==> config.mk <==
export PLATFORM = sky130hd
export DESIGN_NAME = ckbuf_smb_slave
export DESIGN_NICKNAME = d
export VERILOG_FILES = /design/src/rtl/ckbuf_smb_pkg.sv /design/src/rtl/smb_line_sync.sv /design/src/rtl/smb_reg_bank.sv /design/src/rtl/smb_frame_fsm.sv /design/src/rtl/ckbuf_smb_slave.sv
export SDC_FILE = /design/constraint.sdc
export NUM_CORES = 1
export LEC_CHECK = 0
export BUFFER_PORTS_ARGS = -buffer_cell sky130_fd_sc_hd__buf_4
export CAP_MARGIN = 0
export CORE_MARGIN = 1.5
export CORE_UTILIZATION = 35
export DETAILED_ROUTE_END_ITERATION = 6
export REMOVE_ABC_BUFFERS = 1
export SLEW_MARGIN = 5
export SYNTH_ARGS = -nofsm -noshare
export SYNTH_HDL_FRONTEND = slang
export SYNTH_HIERARCHICAL = 1
export SYNTH_SLANG_ARGS = --single-unit
==> constraint.sdc <==
create_clock -name clk -period 6.82 [get_ports clk]
set_input_delay 0 -clock clk [delete_from_list [all_inputs] [get_ports clk]]
set_output_delay 0 -clock clk [all_outputs]
set_load 0.005 [all_outputs]
==> src/rtl/ckbuf_smb_pkg.sv <==
package ckbuf_smb_pkg;

   typedef enum logic [2:0] {
      ST_IDLE,
      ST_RX,
      ST_RX_ACK,
      ST_TX,
      ST_TX_ACK,
      ST_IGNORE
   } smb_state_e;

   typedef enum logic [1:0] {
      ROLE_ADDR,
      ROLE_CMD,
      ROLE_WDATA
   } smb_role_e;

   localparam logic [7:0] BLOCK_CMD = 8'h00;
   localparam logic [7:0] FILL_BYTE = 8'hFF;

endpackage

==> src/rtl/smb_line_sync.sv <==
module smb_line_sync #(
   parameter int LINES  = 2,
   parameter int STAGES = 2
) (
   input  logic             clk,
   input  logic             rst_n,
   input  logic [LINES-1:0] line_in,
   output logic [LINES-1:0] level,
   output logic [LINES-1:0] rise,
   output logic [LINES-1:0] fall
);

   if (STAGES < 2) begin : g_bad_stages
      $error("smb_line_sync: STAGES must be at least 2");
   end

   for (genvar l = 0; l < LINES; l++) begin : g_line
      logic [STAGES:0] chain_q;

      always_ff @(posedge clk or negedge rst_n) begin
         if (!rst_n) chain_q <= '1;
         else        chain_q <= {chain_q[STAGES-1:0], line_in[l]};
      end

      assign level[l] = chain_q[STAGES-1];
      assign rise[l]  = chain_q[STAGES-1] & ~chain_q[STAGES];
      assign fall[l]  = ~chain_q[STAGES-1] & chain_q[STAGES];
   end

endmodule

==> src/rtl/smb_reg_bank.sv <==
module smb_reg_bank #(
   parameter int         NUM_REGS = 4,
   parameter int         IDX_W    = 3,
   parameter logic [7:0] RST_BYTE = 8'h00
) (
   input  logic                  clk,
   input  logic                  rst_n,
   input  logic                  wr_en,
   input  logic [IDX_W-1:0]      wr_idx,
   input  logic [7:0]            wr_data,
   input  logic [IDX_W-1:0]      rd_idx,
   output logic [7:0]            rd_data,
   output logic [NUM_REGS*8-1:0] regs_flat
);
   import ckbuf_smb_pkg::*;

   logic [7:0] regs_q [NUM_REGS];

   for (genvar i = 0; i < NUM_REGS; i++) begin : g_reg
      always_ff @(posedge clk or negedge rst_n) begin
         if (!rst_n)
            regs_q[i] <= RST_BYTE;
         else if (wr_en && wr_idx == IDX_W'(i))
            regs_q[i] <= wr_data;
      end
      assign regs_flat[8*i +: 8] = regs_q[i];
   end

   always_comb begin
      rd_data = FILL_BYTE;
      for (int i = 0; i < NUM_REGS; i++) begin
         if (rd_idx == IDX_W'(i)) rd_data = regs_q[i];
      end
   end

endmodule

==> src/rtl/smb_frame_fsm.sv <==
module smb_frame_fsm #(
   parameter int         NUM_REGS = 4,
   parameter int         IDX_W    = 3,
   parameter logic [6:0] DEV_ADDR = 7'b1101110
) (
   input  logic             clk,
   input  logic             rst_n,
   input  logic             scl_rise,
   input  logic             scl_fall,
   input  logic             sda_lvl,
   input  logic             start_evt,
   input  logic             stop_evt,
   input  logic [7:0]       rd_data,
   output logic [IDX_W-1:0] rd_idx,
   output logic             wr_en,
   output logic [IDX_W-1:0] wr_idx,
   output logic [7:0]       wr_data,
   output logic             sda_drive_low
);
   import ckbuf_smb_pkg::*;

   localparam logic [IDX_W-1:0] LAST_IDX = IDX_W'(NUM_REGS);

   smb_state_e       state_q;
   smb_role_e        role_q;
   logic [3:0]       bitcnt_q;
   logic [7:0]       shift_q;
   logic [7:0]       tx_q;
   logic             rw_q;
   logic             blk_q;
   logic             cnt_phase_q;
   logic [IDX_W-1:0] idx_q;
   logic             mack_q;
   logic             drive_q;
   logic             wr_en_q;
   logic [IDX_W-1:0] wr_idx_q;
   logic [7:0]       wr_data_q;
   logic [7:0]       tx_sel;

   // byte offered for transmission at the current pointer
   always_comb begin
      if (!blk_q)           tx_sel = FILL_BYTE;
      else if (cnt_phase_q) tx_sel = 8'(NUM_REGS);
      else                  tx_sel = rd_data;
   end

   always_ff @(posedge clk or negedge rst_n) begin
      if (!rst_n) begin
         state_q     <= ST_IDLE;
         role_q      <= ROLE_ADDR;
         bitcnt_q    <= '0;
         shift_q     <= '0;
         tx_q        <= '0;
         rw_q        <= 1'b0;
         blk_q       <= 1'b1;
         cnt_phase_q <= 1'b1;
         idx_q       <= '0;
         mack_q      <= 1'b0;
         drive_q     <= 1'b0;
         wr_en_q     <= 1'b0;
         wr_idx_q    <= '0;
         wr_data_q   <= '0;
      end else begin
         wr_en_q <= 1'b0;
         if (start_evt) begin
            state_q  <= ST_RX;
            role_q   <= ROLE_ADDR;
            bitcnt_q <= '0;
            drive_q  <= 1'b0;
         end else if (stop_evt) begin
            state_q  <= ST_IDLE;
            bitcnt_q <= '0;
            drive_q  <= 1'b0;
         end else begin
            unique case (state_q)
               ST_RX: begin
                  if (scl_rise && bitcnt_q != 4'd8) begin
                     shift_q  <= {shift_q[6:0], sda_lvl};
                     bitcnt_q <= bitcnt_q + 4'd1;
                  end else if (scl_fall && bitcnt_q == 4'd8) begin
                     bitcnt_q <= '0;
                     unique case (role_q)
                        ROLE_ADDR: begin
                           if (shift_q[7:1] == DEV_ADDR) begin
                              drive_q     <= 1'b1;
                              state_q     <= ST_RX_ACK;
                              rw_q        <= shift_q[0];
                              cnt_phase_q <= 1'b1;
                              idx_q       <= '0;
                              role_q      <= ROLE_CMD;
                           end else begin
                              state_q <= ST_IGNORE;
                           end
                        end
                        ROLE_CMD: begin
                           blk_q       <= (shift_q == BLOCK_CMD);
                           drive_q     <= 1'b1;
                           state_q     <= ST_RX_ACK;
                           role_q      <= ROLE_WDATA;
                           cnt_phase_q <= 1'b1;
                           idx_q       <= '0;
                        end
                        default: begin
                           if (!blk_q) begin
                              state_q <= ST_IGNORE;
                           end else begin
                              drive_q <= 1'b1;
                              state_q <= ST_RX_ACK;
                              if (cnt_phase_q) begin
                                 cnt_phase_q <= 1'b0;
                              end else if (idx_q != LAST_IDX) begin
                                 wr_en_q   <= 1'b1;
                                 wr_idx_q  <= idx_q;
                                 wr_data_q <= shift_q;
                                 idx_q     <= idx_q + 1'b1;
                              end
                           end
                        end
                     endcase
                  end
               end
               ST_RX_ACK: begin
                  if (scl_fall) begin
                     if (role_q == ROLE_CMD && rw_q) begin
                        tx_q     <= tx_sel;
                        drive_q  <= ~tx_sel[7];
                        bitcnt_q <= '0;
                        state_q  <= ST_TX;
                        if (cnt_phase_q)            cnt_phase_q <= 1'b0;
                        else if (idx_q != LAST_IDX) idx_q <= idx_q + 1'b1;
                     end else begin
                        drive_q <= 1'b0;
                        state_q <= ST_RX;
                     end
                  end
               end
               ST_TX: begin
                  if (scl_fall) begin
                     if (bitcnt_q == 4'd7) begin
                        drive_q <= 1'b0;
                        state_q <= ST_TX_ACK;
                     end else begin
                        bitcnt_q <= bitcnt_q + 4'd1;
                        tx_q     <= {tx_q[6:0], 1'b0};
                        drive_q  <= ~tx_q[6];
                     end
                  end
               end
               ST_TX_ACK: begin
                  if (scl_rise) begin
                     mack_q <= ~sda_lvl;
                  end else if (scl_fall) begin
                     if (mack_q) begin
                        tx_q     <= tx_sel;
                        drive_q  <= ~tx_sel[7];
                        bitcnt_q <= '0;
                        state_q  <= ST_TX;
                        if (cnt_phase_q)            cnt_phase_q <= 1'b0;
                        else if (idx_q != LAST_IDX) idx_q <= idx_q + 1'b1;
                     end else begin
                        state_q <= ST_IGNORE;
                     end
                  end
               end
               default: ;
            endcase
         end
      end
   end

   assign rd_idx        = idx_q;
   assign wr_en         = wr_en_q;
   assign wr_idx        = wr_idx_q;
   assign wr_data       = wr_data_q;
   assign sda_drive_low = drive_q;

endmodule

==> src/rtl/ckbuf_smb_slave.sv <==
module ckbuf_smb_slave #(
   parameter int         NUM_REGS    = 4,
   parameter logic [6:0] DEV_ADDR    = 7'b1101110,
   parameter int         SYNC_STAGES = 2,
   parameter logic [7:0] RST_BYTE    = 8'h00
) (
   input  logic                  clk,
   input  logic                  rst_n,
   input  logic                  scl_in,
   input  logic                  sda_in,
   output logic                  sda_drive_low,
   output logic [NUM_REGS*8-1:0] ctrl_bytes
);

   localparam int IDX_W = $clog2(NUM_REGS + 1);

   if (NUM_REGS < 1 || NUM_REGS > 254) begin : g_bad_regs
      $error("ckbuf_smb_slave: NUM_REGS must lie in 1..254");
   end

   logic [1:0]       lvl, rise, fall;
   logic             start_evt, stop_evt;
   logic             wr_en;
   logic [IDX_W-1:0] wr_idx, rd_idx;
   logic [7:0]       wr_data, rd_data;

   // lane 0 carries the clock line, lane 1 the data line
   smb_line_sync #(.LINES(2), .STAGES(SYNC_STAGES)) u_sync (
      .clk     (clk),
      .rst_n   (rst_n),
      .line_in ({sda_in, scl_in}),
      .level   (lvl),
      .rise    (rise),
      .fall    (fall)
   );

   assign start_evt = lvl[0] & fall[1];
   assign stop_evt  = lvl[0] & rise[1];

   smb_frame_fsm #(.NUM_REGS(NUM_REGS), .IDX_W(IDX_W), .DEV_ADDR(DEV_ADDR)) u_fsm (
      .clk           (clk),
      .rst_n         (rst_n),
      .scl_rise      (rise[0]),
      .scl_fall      (fall[0]),
      .sda_lvl       (lvl[1]),
      .start_evt     (start_evt),
      .stop_evt      (stop_evt),
      .rd_data       (rd_data),
      .rd_idx        (rd_idx),
      .wr_en         (wr_en),
      .wr_idx        (wr_idx),
      .wr_data       (wr_data),
      .sda_drive_low (sda_drive_low)
   );

   smb_reg_bank #(.NUM_REGS(NUM_REGS), .IDX_W(IDX_W), .RST_BYTE(RST_BYTE)) u_bank (
      .clk       (clk),
      .rst_n     (rst_n),
      .wr_en     (wr_en),
      .wr_idx    (wr_idx),
      .wr_data   (wr_data),
      .rd_idx    (rd_idx),
      .rd_data   (rd_data),
      .regs_flat (ctrl_bytes)
   );

endmodule

* After elaboration in Yosys (flattened, before gate mapping) *
Cells that the tools add are included.

cells by class
  $add $sub $neg = 2
  eq/ne operators = 43
  muxes and demuxes = 95
  bitwise logic cells = 17
  reduce and logical (&&, ||, !) cells = 29

operators by type and width
  cell                number
  $mux 3              23
  $mux 7              7
  $mux 8              6
  $mux 4              11
  $mux 1              30
  $ne 4x3->1 const B  7
  $pmux 7 s3          1
  $reduce_and 10->1   2
  $eq 3x2->1 const B  6
  $reduce_and 9->1    2
  $ne 4x4->1 const B  4
  $pmux 4 s4          1
  $mux 2              7
  $ne 2x1->1 const B  6
  $pmux 3 s2          2
  $pmux 3 s4          1
  $reduce_and 12->1   1
  $reduce_and 6->1    2
  $not 1->1           11
  $ne 2x2->1 const B  5
  $eq 3x1->1 const B  3
  $pmux 3 s3          1
  $reduce_bool 3->1   3
  $logic_not 8->1     1
  27 further kinds    43

word-level totals
  register bits after elaboration = 82
  input bits = 4
  output and inout bits = 33
  logic and storage cells = 206

* Longest topological paths before layout *
Gate-level depths: netlist of the first run.

  depth in word-level cells = 14
  gate-level depth with buffers = 8
  gate-level depth less buffers = 7

* Cells and area by module *
Netlist of the first run, hierarchy kept.

modules (own cells, without submodules)
  module           times used  cells an instance  area an instance (um^2)  sequential area each (um^2)
  smb_frame_fsm    1           213                2383.5                   1103.6
  smb_reg_bank     1           99                 1470.2                   800.8
  smb_line_sync    1           12                 207.7                    157.7
  ckbuf_smb_slave  1           2                  12.5                     0.0

* Worst setup path after synthesis of the first run *
OpenSTA, ideal clock, no wires.

  path type = register to register
  from = register u_sync.g_line[1].chain_q[2]
  to = register u_fsm.wr_data_q[0], in the netlist u_fsm/wr_data[0]
  library setup time = 125 ps
  arrival time = 2108 ps
  data required time = 6695 ps
  path slack = 4587 ps
  cell stages (with the launch flop) = 8
  buffers on the path = 2
  clock period less this slack = 2233 ps
  cell sequence = dfstp_2 -> and2b_2 -> and2_1 -> or2_2 -> clkbuf_1 -> nor3_2 -> buf_2 -> mux2_2

between the ends
  longest elaborated chain between the ends = 5
  elaborated cells between the ends (all ways) = 8
  those cells by class = 7 x bitwise; 1 x reduce/logical

ends and longest elaborated chain
  item                               RTL line               RTL
  start: declaration                 smb_line_sync.sv:18    logic [STAGES:0] chain_q;
  start signal: assignment           smb_line_sync.sv:22    else chain_q <= {chain_q[STAGES-1:0], line_in[l]};
  $not 1->1                          smb_line_sync.sv:26    assign rise[l] = chain_q[STAGES-1] & ~chain_q[STAGES];
  $and 1x1->1                        smb_line_sync.sv:26
  net rise[1]                        ckbuf_smb_slave.sv:21  logic [1:0] lvl, rise, fall;
  $and 1x1->1                        ckbuf_smb_slave.sv:38  assign stop_evt = lvl[0] & rise[1];
  net stop_evt                       ckbuf_smb_slave.sv:22  logic start_evt, stop_evt;
  $not 1->1 (no source line)         --
  $reduce_and 9->1 (no source line)  --
  end signal: assignment             smb_frame_fsm.sv:114   wr_data_q <= shift_q;
  end: declaration                   smb_frame_fsm.sv:37    logic [7:0] wr_data_q;

The timed path passes the listed nets, and every way through them passes these cells.
A chain may end at the register's enable or synchronous reset.

* Final worst setup path of the first run *
  from = register u_fsm.idx_q[1], in the netlist u_fsm/rd_idx[1]
  to = register u_fsm.wr_data_q[5], in the netlist u_fsm/wr_data[5]

between the ends
  longest elaborated chain between the ends = 2

ends and longest elaborated chain
  item                               RTL line              RTL
  start: declaration                 smb_frame_fsm.sv:32   logic [IDX_W-1:0] idx_q;
  start signal: assignment           smb_frame_fsm.sv:115  idx_q <= idx_q + 1'b1;
  start signal: assignment           smb_frame_fsm.sv:130  else if (idx_q != LAST_IDX) idx_q <= idx_q + 1'b1;
  start signal: assignment           smb_frame_fsm.sv:159  else if (idx_q != LAST_IDX) idx_q <= idx_q + 1'b1;
  $ne 3x3->1                         smb_frame_fsm.sv:111  end else if (idx_q != LAST_IDX) begin
  $reduce_and 9->1 (no source line)  --

No other way between the ends.

==> results of run 1 <==
==> layer usage <==
| metal | global-route usage | vias to the layer above | share of wire |
|---|---|---|---|
| met1 | 0.203 | 1344 | 0.49 |
| met3 | 0.0290 | 10 | 0.027 |
| met2 | 0.231 | 32 | 0.47 |
| li1 | - | 1289 | - |
| met5 | 0 | - | 0 |
| met4 | 0.0590 | 0 | 0.017 |
==> flip-flops by register name, indices dropped and copies added, names as in the netlist <==
signal	cells
u_fsm/rd_idx	3
u_fsm/wr_en	1
u_fsm/wr_idx	3
u_fsm/wr_data	8
u_bank/regs_flat	32
u_fsm/role_q	2
u_fsm/blk_q	1
u_fsm/cnt_phase_q	1
u_fsm/rw_q	1
u_fsm/sda_drive_low	1
u_fsm/bitcnt_q	4
u_sync/g_line.chain_q	6
u_fsm/state_q	3
u_fsm/tx_q	7
u_fsm/shift_q	8
u_fsm/mack_q	1
==> repair_timing <==
action / in CTS / in global routing
hold buffers: 3 / 0
gates resized for setup: 0 / 0
endpoints found under the hold margin: 76 / 0
==> cells in the mapped netlist (2+ instances only) <==
cell                         n  area (sq um)
sky130_fd_sc_hd__dfrtp_1    74          1850
sky130_fd_sc_hd__mux2_2     55           619
sky130_fd_sc_hd__mux2i_1    19           190
sky130_fd_sc_hd__a21oi_1    17          85.1
sky130_fd_sc_hd__nor2_1     17          63.8
sky130_fd_sc_hd__nand2_1    11          41.3
sky130_fd_sc_hd__a22oi_1     8          60.1
sky130_fd_sc_hd__dfstp_2     8           210
sky130_fd_sc_hd__inv_1       7          26.3
sky130_fd_sc_hd__mux2_4      7           105
sky130_fd_sc_hd__buf_2       5          25.0
sky130_fd_sc_hd__nand2b_1    5          31.3
sky130_fd_sc_hd__and2b_2     4          35.0
sky130_fd_sc_hd__buf_4       4          30.0
sky130_fd_sc_hd__ha_1        4          50.1
sky130_fd_sc_hd__nand3_1     4          20.0
sky130_fd_sc_hd__o21ai_0     4          20.0
sky130_fd_sc_hd__a211o_1     3          26.3
sky130_fd_sc_hd__and2_1      3          18.8
sky130_fd_sc_hd__clkbuf_1    3          11.3
sky130_fd_sc_hd__nor2b_1     3          18.8
sky130_fd_sc_hd__nor3_1      3          15.0
sky130_fd_sc_hd__nor4_1      3          18.8
sky130_fd_sc_hd__a21o_1      2          15.0
sky130_fd_sc_hd__a2bb2oi_1   2          17.5
sky130_fd_sc_hd__a31oi_1     2          12.5
sky130_fd_sc_hd__a41o_1      2          20.0
sky130_fd_sc_hd__and3b_1     2          17.5
sky130_fd_sc_hd__buf_6       2          22.5
sky130_fd_sc_hd__nand3b_1    2          15.0
sky130_fd_sc_hd__nand4b_1    2          17.5
sky130_fd_sc_hd__nor3_2      2          20.0
sky130_fd_sc_hd__nor4bb_1    2          20.0
sky130_fd_sc_hd__o21a_1      2          15.0
sky130_fd_sc_hd__o21bai_1    2          15.0
sky130_fd_sc_hd__o2bb2ai_1   2          17.5
sky130_fd_sc_hd__o31a_1      2          17.5
==> layout make-up <==
class | instances | area, sq um
well taps | 143 | 179
inverters | 8 | 30.0
flip-flops and latches | 82 | 2060
multi-input cells | 221 | 1900
clock inverters | 7 | 124
repair buffers | 41 | 315
clock buffers | 9 | 225
fillers | 1065 | 6540
==> worst max-delay path, cell delays in order, from the launching register on <==
cell,delay [ns]
sky130_fd_sc_hd__dfrtp_1,1.03
sky130_fd_sc_hd__inv_1,0.11
sky130_fd_sc_hd__ha_1,0.23
sky130_fd_sc_hd__a21oi_1,0.30
sky130_fd_sc_hd__nand3_1,0.14
sky130_fd_sc_hd__nor3_2,0.67
sky130_fd_sc_hd__mux2_2,0.41
==> cells in the final DEF, fill, tap and decap left out, types with 3 or more instances in the layout <==
cell and count:
sky130_fd_sc_hd__dfrtp_1 74, sky130_fd_sc_hd__and2b_2 4, sky130_fd_sc_hd__nand3_1 4, sky130_fd_sc_hd__and2_1 3
sky130_fd_sc_hd__a22oi_1 8, sky130_fd_sc_hd__dlygate4sd3_1 3, sky130_fd_sc_hd__a21oi_1 17, sky130_fd_sc_hd__clkbuf_16 9
sky130_fd_sc_hd__dfstp_2 8, sky130_fd_sc_hd__nor3_1 3, sky130_fd_sc_hd__inv_1 7, sky130_fd_sc_hd__ha_1 4
sky130_fd_sc_hd__nand2_1 11, sky130_fd_sc_hd__a211o_1 3, sky130_fd_sc_hd__nor4_1 3, sky130_fd_sc_hd__mux2i_1 19
sky130_fd_sc_hd__mux2_2 55, sky130_fd_sc_hd__nor2_1 17, sky130_fd_sc_hd__nand2b_1 5, sky130_fd_sc_hd__buf_4 38
sky130_fd_sc_hd__nor2b_1 3, sky130_fd_sc_hd__o21ai_0 4, sky130_fd_sc_hd__mux2_4 7, sky130_fd_sc_hd__bufinv_16 3
==> worst min path at each step <==
| stage | slack (ns) | endpoint | start | depth (start not counted) |
|---|---|---|---|---|
| 2_1_floorplan | -0.30 | u_bank/regs_flat[0] | rst_n | 0 |
| 3_3_place_gp | 0.11 | u_sync/g_line[0].chain_q[0] | scl_in | 1 |
| 3_5_place_dp | 0.11 | u_sync/g_line[0].chain_q[0] | scl_in | 1 |
| 4_1_cts | 0.30 | u_sync/g_line[0].chain_q[0] | scl_in | 2 |
| 5_1_grt | 0.30 | u_sync/g_line[1].chain_q[0] | sda_in | 2 |
| 6_report | 0.30 | u_sync/g_line[0].chain_q[0] | scl_in | 2 |
==> stage by stage <==
stage / utilization / cell area [sq um] / cells
after detailed placement: 0.392 / 4450 / 492
after CTS: 0.425 / 4830 / 511
after floorplan: - / 3980 / 311
after global routing: 0.425 / 4830 / 511
after global placement: 0.392 / 4450 / 492
final: 0.425 / 4830 / 511
==> logic make-up (layout without fill, tap and decap cells) <==
kind of cell | after synthesis | in the layout
mux | 81 | 81
simple gates | 73 | 73
xor+xnor | 1 | 1
flops | 82 | 82
buf+inv | 23 | 65
compound gates | 62 | 62
fa+ha+maj | 4 | 4
==> report_power, final <==
part | leakage (nW) | internal [W] | total, W | switching (W)
logic | 0.976 | 0.000152 | 0.000315 | 0.000163
registers | 1.08 | 0.000551 | 0.000632 | 0.0000810
clock network | 0.172 | 0.000361 | 0.000565 | 0.000203
total | 2.23 | 0.00106 | 0.00151 | 0.000447
==> results.py, run 1 <==
metrics = {
    "run_status": {
        "run_status": "finished clean",
    },
    "critical_path": {
        "startpoint": "u_fsm/rd_idx[1]",
        "cp_data_required_time_ns": 7.05,
        "endpoint": "u_fsm/wr_data[5]",
        "reg2reg_to": "u_fsm/wr_data[5]",
        "worst-setup-path-type": "register to register",
        "timing.critical_path.to_type": "register",
        "timing.critical_path.arrival_ns": 3.25,
        "r2r.worst_path.cells": 6,
        "critical_path_peak_fanout": 20,
        "r2r_slack_ns": 3.80,
        "cp-start-kind": "register",
        "critical_path.reg2reg.startpoint": "u_fsm/rd_idx[1]",
    },
    "power_and_ir_drop": {
        "cellPowerDensity_mw_per_mm2": 313,
        "worst_vdd_rail_ir_drop_uv": 124,
        "power.leakage_nw": 2.23,
        "total_power_w": 0.00151,
    },
    "die": {
        "placementRows": 39,
        "die_h_microns": 111,
        "core-area_sq_mm": 0.0114,
        "top_level_ports": 37,
        "die_w_microns": 111,
        "start_util": 0.358,
        "design.die.area_sq_mm": 0.0123,
    },
    "sta": {
        "timing.setup.tns_ns": 0,
        "rsz_0062_raised_after_global_routing": "no",
        "holdWs_ns": 0.302,
        "period_minus_slack_ns": 3.02,
        "tightestPinTransition_ns": 1.04,
        "setup_violations": 0,
        "timing.final.crit_share": 0.442,
        "final_critical_path_setup_slack_ns": 3.80,
        "finalHoldViolCount": 0,
        "fin_worst_skew_ns": 0.00620,
        "worst_slew_margin_rel": 0.308,
        "max_freq_mhz": 331,
        "report.final.slew_viol_count": 0,
    },
    "placement": {
        "place_hpwl_microns": 5940,
        "place_congestion": 0.857,
        "placement.io_buffers": 36,
        "preCtsSetupSlack_ns": 3.81,
    },
    "yosys": {
        "yosys.area_share.adder": 0.0123,
        "dominant_combinational_cell_family_by_area_after_synthesis": "multiplexers",
        "syn-instance-count": 326,
        "ys.warnings.count": 6,
        "synth.area.mux_share": 0.225,
        "post_synth_xor_area_fraction": 0.00215,
        "syn-cell-area_sq_mm": 0.00407,
        "synth-main-ff-cell": "sky130_fd_sc_hd__dfrtp_1",
        "yosysUniqueCellTypes": 64,
        "flop_and_latch_count_out_of_synthesis": 82,
        "async_flop_share": 1.00,
        "post_synthesis_compound_gate_area_fraction": 0.110,
        "synth-seq-area-share": 0.506,
        "avgSynthCellArea_sq_um": 12.5,
        "yosys.area_share.simple": 0.115,
        "synth_enable_flop_cells": 0,
    },
    "drt": {
        "num_vias": 2675,
        "drt_iter0_drc": 82,
        "antenna_violating_nets_post_route": 0,
        "firstDrtPassIters": 6,
        "drcViolationCount": 0,
        "vias_per_cell": 5.23,
        "drt_wl_total_microns": 8630,
        "wl_per_cell_microns": 16.9,
    },
    "grt": {
        "grt_first_pass_wirelength_microns": 14300,
        "grt_usage": 0.148,
        "grt_max_degree": 83,
        "antenna_violations_before_repair": 0,
        "vias_in_the_first_global_route": 2697,
        "gr_ovfl_total": 0,
    },
    "cts": {
        "clk_path_buf_depth": 2,
        "cts.reportedPaths.clkPinSlew_ns": 0.06,
        "cts_made_buffers": 9,
        "cts_setup_buffers": 0,
        "numClockSinks": 82,
        "clockRootBuffer": "sky130_fd_sc_hd__clkbuf_16",
        "worstSkewPairLatency_ns": 0.34,
        "cts_tree": "built",
        "htreeDepth": 3,
    },
    "finish": {
        "synthToLayoutAreaGrowth_pct": 18.6,
        "layout-drive-gt1-share": 0.380,
        "insertedDiodeCount": 0,
        "layout.nets": 371,
    },
    "job": {
        "max_cap_violations": 0,
    },
    "hold_path": {
        "hold_class": "input pin to register",
    },
}
(Power assumes the default switching activity.)
==> inputs of run 2 (changes only) <==
- clock period: 6.82 -> 2.5 ns (I/O delays scaled with it)
==> run 2 against run 1 <==
  * Total power grew to 2.6 times the previous value
  * Cell count is 1.6% higher
  * Fmax is 38% higher
  * Design area is 0.49% higher
  * Critical path type unchanged
  * Critical endpoint is now u_fsm/tx_q[5]
  * Largest power group unchanged
==> results.py, run 2 (synthesized netlist as in run 1, its figures left out) <==
metrics = {
    "run_status": {
        "run_status": "finished clean",
    },
    "hold_path": {
        "hold_class": "input pin to register",
    },
    "critical_path": {
        "timing.critical_path.to_type": "register",
        "timing.critical_path.arrival_ns": 2.41,
        "cp_data_required_time_ns": 2.72,
        "critical_path_peak_fanout": 7,
        "cp-start-kind": "register",
        "worst-setup-path-type": "register to register",
    },
    "finish": {
        "layout-drive-gt1-share": 0.394,
        "insertedDiodeCount": 0,
        "nFillCells": 1058,
        "finalInstanceArea_sq_mm": 0.00485,
        "layout.core_utilization": 0.427,
        "largest_register_ff_count": 32,
        "synthToLayoutAreaGrowth_pct": 19.2,
        "layout.cells.most_common": "sky130_fd_sc_hd__dfrtp_1",
        "mostFrequentLayoutCells": "sky130_fd_sc_hd__dfrtp_1, sky130_fd_sc_hd__mux2_2, sky130_fd_sc_hd__buf_4, sky130_fd_sc_hd__mux2i_1",
        "layout.nets": 379,
    },
    "grt": {
        "vias_in_the_first_global_route": 2931,
        "gr_ovfl_total": 0,
        "grt_usage": 0.154,
        "grt_max_degree": 83,
        "antenna_violations_before_repair": 0,
        "grt_first_pass_wirelength_microns": 15100,
    },
    "die": {
        "start_util": 0.358,
        "top_level_ports": 37,
        "die_w_microns": 111,
        "placementRows": 39,
        "design.die.area_sq_mm": 0.0123,
        "die_h_microns": 111,
        "core-area_sq_mm": 0.0114,
    },
    "sta": {
        "finalHoldViolCount": 0,
        "final_critical_path_setup_slack_ns": 0.309,
        "rsz_0062_raised_after_global_routing": "no",
        "setup_violations": 0,
        "timing.final.crit_share": 0.877,
        "fin_worst_skew_ns": 0.00668,
        "worst_slew_margin_rel": 0.318,
        "period_minus_slack_ns": 2.19,
        "tightestPinTransition_ns": 1.02,
        "report.final.slew_viol_count": 0,
        "timing.setup.tns_ns": 0,
        "max_freq_mhz": 456,
    },
    "power_and_ir_drop": {
        "cellPowerDensity_mw_per_mm2": 819,
        "power.leakage_nw": 2.25,
        "total_power_w": 0.00398,
        "worst_vdd_rail_ir_drop_uv": 332,
    },
    "drt": {
        "drcViolationCount": 0,
        "drt_iter0_drc": 99,
        "antenna_violating_nets_post_route": 0,
        "vias_per_cell": 5.32,
        "drt_wl_total_microns": 8740,
        "wl_per_cell_microns": 16.8,
        "num_vias": 2763,
        "firstDrtPassIters": 4,
    },
    "cts": {
        "clockRootBuffer": "sky130_fd_sc_hd__clkbuf_16",
        "htreeDepth": 3,
        "cts_tree": "built",
        "cts.reportedPaths.clkPinSlew_ns": 0.06,
        "clk_path_buf_depth": 2,
        "worstSkewPairLatency_ns": 0.34,
        "cts_made_buffers": 9,
        "numClockSinks": 82,
    },
    "placement": {
        "place_congestion": 0.840,
        "placement.io_buffers": 36,
        "post_dp_cell_area_sq_mm": 0.00451,
        "preCtsSetupSlack_ns": 0.298,
        "place_hpwl_microns": 6260,
    },
    "job": {
        "max_cap_violations": 0,
    },
}
==> run 2: changes by cell type in the layout (fill, tap and decap cells not counted), sizes merged <==
| cell | before | now |
|---|---|---|
| buf | 38 | 46 |
| bufinv | 3 | 1 |
| clkbuf | 9 | 11 |
| clkinvlp | 0 | 1 |
| inv | 9 | 8 |
==> run 2: area by class of cell <==
cell class	instances	area, sq um	area share
clock buffer	11	253	0.0521
clock inverter	5	60.1	0.0124
inverter	8	30.0	0.00619
multi-input combinational	221	1900	0.390
sequential	82	2060	0.425
tap	143	179	0.0369
timing repair buffer	49	375	0.0773
==> run 2: worst max-delay path, cell delays in order, from the launching register on <==
cell,delay (ns)
sky130_fd_sc_hd__dfstp_2,0.56
sky130_fd_sc_hd__and2b_2,0.21
sky130_fd_sc_hd__and2_1,0.18
sky130_fd_sc_hd__or2_2,0.36
sky130_fd_sc_hd__a211o_1,0.42
sky130_fd_sc_hd__mux2_4,0.35
==> run 2: power breakdown <==
group	leakage (nW)	internal [W]	total (W)	switching, W
logic	1.02	0.000439	0.000906	0.000467
clock network	0.152	0.000831	0.00137	0.000537
registers	1.08	0.00150	0.00170	0.000200
total	2.25	0.00277	0.00398	0.00120
==> run 2: timing repair <==
item / 4_1_cts / 5_1_grt
resized for setup: 0 / 0
hold buffers: 3 / 0
buffers inserted: 0 / 0
hold endpoints to repair: 76 / 0
==> run 2: metal layers <==
layer | share of wire | track usage | up-vias
li1 | - | - | 1303
met1 | 0.48 | 0.206 | 1406
met2 | 0.48 | 0.249 | 42
met3 | 0.024 | 0.0197 | 12
met4 | 0.022 | 0.0744 | 0
met5 | 0 | 0 | -
==> run 2: path summary, 6_finish.rpt <==
kind,from,end,slack [ns],cells past startpoint
worst max-delay path,u_sync/g_line[1].chain_q[1],u_fsm/tx_q[5],0.31,5
worst min-delay path,sda_in,u_sync/g_line[1].chain_q[0],0.30,2
worst max register to register,u_sync/g_line[1].chain_q[1],u_fsm/tx_q[5],0.31,5
worst min register to register,u_sync/g_line[1].chain_q[0],u_sync/g_line[1].chain_q[1],0.36,0
max in group asynchronous,rst_n,u_fsm/bitcnt_q[0],1.46,2
min in group asynchronous,rst_n,u_bank/regs_flat[6],0.37,2
==> run 2: per-stage QoR <==
stage	instances	hold WS [ns]
global route	519	0.310
finish	519	0.304
floorplan	311	-0.296
detailed placement	500	0.110
global placement	500	0.113
CTS	519	0.295
==> inputs of run 3 (changes only) <==
- CORE_UTILIZATION: 35 -> 31
- REMOVE_ABC_BUFFERS: 1 -> not set
==> run 3 against run 2 <==
  * Non-clock buffer count is 4 higher
  * Combinational power increased by 0.4%
  * Hold slack got worse by 0.11 ns
  * Critical endpoint is now u_fsm/rw_q
  * Largest power group unchanged
==> results.py, run 3 (synthesized netlist as in run 1, its figures left out) <==
metrics = {
    "drt": {
        "drt_wl_total_microns": 8990,
        "drt_iter0_drc": 184,
        "num_vias": 2820,
        "drcViolationCount": 0,
        "antenna_violating_nets_post_route": 0,
        "wl_per_cell_microns": 16.3,
        "vias_per_cell": 5.11,
        "firstDrtPassIters": 4,
    },
    "sta": {
        "tightestPinTransition_ns": 0.727,
        "period_minus_slack_ns": 2.25,
        "report.final.slew_viol_count": 0,
        "timing.setup.tns_ns": 0,
        "final_critical_path_setup_slack_ns": 0.252,
        "finalHoldViolCount": 0,
        "rsz_0062_raised_after_global_routing": "no",
        "fin_worst_skew_ns": 0.00788,
        "holdWs_ns": 0.194,
        "worst_slew_margin_rel": 0.513,
        "timing.final.crit_share": 0.899,
        "setup_violations": 0,
        "max_freq_mhz": 445,
    },
    "critical_path": {
        "cp-start-kind": "register",
        "timing.critical_path.to_type": "register",
        "worst-setup-path-type": "register to register",
        "cp_data_required_time_ns": 2.72,
        "critical_path_peak_fanout": 6,
        "timing.critical_path.arrival_ns": 2.47,
    },
    "cts": {
        "clk_path_buf_depth": 2,
        "htreeDepth": 3,
        "cts_tree": "built",
        "worstSkewPairLatency_ns": 0.35,
        "cts.reportedPaths.clkPinSlew_ns": 0.06,
        "cts_made_buffers": 9,
        "cts_setup_buffers": 0,
        "numClockSinks": 82,
        "clockRootBuffer": "sky130_fd_sc_hd__clkbuf_16",
    },
    "placement": {
        "preCtsSetupSlack_ns": 0.283,
        "post_dp_cell_area_sq_mm": 0.00457,
        "place_hpwl_microns": 6420,
        "placement.io_buffers": 36,
        "dp_cells": 533,
        "place_congestion": 0.835,
    },
    "grt": {
        "vias_in_the_first_global_route": 2838,
        "grt_first_pass_wirelength_microns": 14700,
        "grt_max_degree": 46,
        "antenna_violations_before_repair": 0,
        "grt_usage": 0.135,
        "gr_ovfl_total": 0,
    },
    "die": {
        "die_w_microns": 118,
        "top_level_ports": 37,
        "start_util": 0.320,
        "core-area_sq_mm": 0.0127,
        "placementRows": 41,
        "design.die.area_sq_mm": 0.0138,
        "die_h_microns": 118,
    },
    "finish": {
        "insertedDiodeCount": 0,
        "mostFrequentLayoutCells": "sky130_fd_sc_hd__dfrtp_1, sky130_fd_sc_hd__mux2_2, sky130_fd_sc_hd__buf_4, sky130_fd_sc_hd__mux2i_1",
        "nFillCells": 1259,
        "finalInstanceArea_sq_mm": 0.00491,
        "fin_cells": 552,
        "layout.nets": 383,
        "synthToLayoutAreaGrowth_pct": 20.5,
        "layout.cells.most_common": "sky130_fd_sc_hd__dfrtp_1",
        "layout-drive-gt1-share": 0.395,
        "largest_register_ff_count": 32,
    },
    "run_status": {
        "run_status": "finished clean",
    },
    "power_and_ir_drop": {
        "power.leakage_nw": 2.26,
        "worst_vdd_rail_ir_drop_uv": 263,
        "cellPowerDensity_mw_per_mm2": 807,
    },
    "job": {
        "max_cap_violations": 0,
    },
    "yosys": {
        "syn-num-nets": 334,
    },
    "hold_path": {
        "hold_class": "input pin to async pin",
    },
}
[run 3: final timing paths]
kind                                             startpoint                     endpoint  slack, ns  cells past startpoint
worst max-delay path            u_sync/g_line[1].chain_q[1]                   u_fsm/rw_q       0.25                      7
worst min register to register  u_sync/g_line[1].chain_q[0]  u_sync/g_line[1].chain_q[1]       0.35                      0
max in group asynchronous                             rst_n            u_fsm/cnt_phase_q       1.56                      3
worst max register to register  u_sync/g_line[1].chain_q[1]                   u_fsm/rw_q       0.25                      7
min in group clk                                     scl_in  u_sync/g_line[0].chain_q[0]       0.31                      2
worst min-delay path                                  rst_n            u_fsm/bitcnt_q[2]       0.19                      2
[run 3: timing repair]
action | CTS | global route
hold endpoints to repair | 38 | 0
endpoints found under the setup margin | 0 | 0
hold buffers | 3 | 0
gates resized for setup | 0 | 0
[run 3: final cells by class]
cell class | instances | area [sq um] | share of cell area
clock buffer | 11 | 243 | 0.0495
clock inverter | 5 | 62.6 | 0.0127
inverter | 8 | 30.0 | 0.00612
multi-input combinational | 221 | 1890 | 0.385
sequential | 82 | 2060 | 0.420
tap | 172 | 215 | 0.0439
timing repair buffer | 53 | 405 | 0.0826
[run 3: critical path: stages (launching register included)]
cell,delay (ns)
sky130_fd_sc_hd__dfstp_2,0.56
sky130_fd_sc_hd__and2b_2,0.21
sky130_fd_sc_hd__and2_1,0.17
sky130_fd_sc_hd__nor2_1,0.31
sky130_fd_sc_hd__and2_1,0.23
sky130_fd_sc_hd__nor3b_1,0.28
sky130_fd_sc_hd__nand2_1,0.10
sky130_fd_sc_hd__mux2_2,0.28
[run 3: layer usage]
layer | track usage | wire (microns) | vias up
li1 | - | - | 1308
met1 | 0.181 | 4260 | 1440
met2 | 0.206 | 4230 | 61
met3 | 0.0325 | 324 | 11
met4 | 0.0625 | 178 | 0
met5 | 0 | 0 | -
[run 3: report_power, final]
group | total, W | switching (W) | internal (W)
sequential | 0.00170 | 0.000202 | 0.00150
combinational | 0.000910 | 0.000468 | 0.000442
clock | 0.00135 | 0.000541 | 0.000806
total | 0.00396 | 0.00121 | 0.00275
[run 3: stage by stage]
step | util | power, W
6_report | 0.386 | 0.00396
5_1_grt | 0.386 | 0.00416
4_1_cts | 0.386 | 0.00400
3_5_place_dp | 0.359 | 0.00263
3_3_place_gp | 0.359 | 0.00262
2_1_floorplan | - | 0.00237
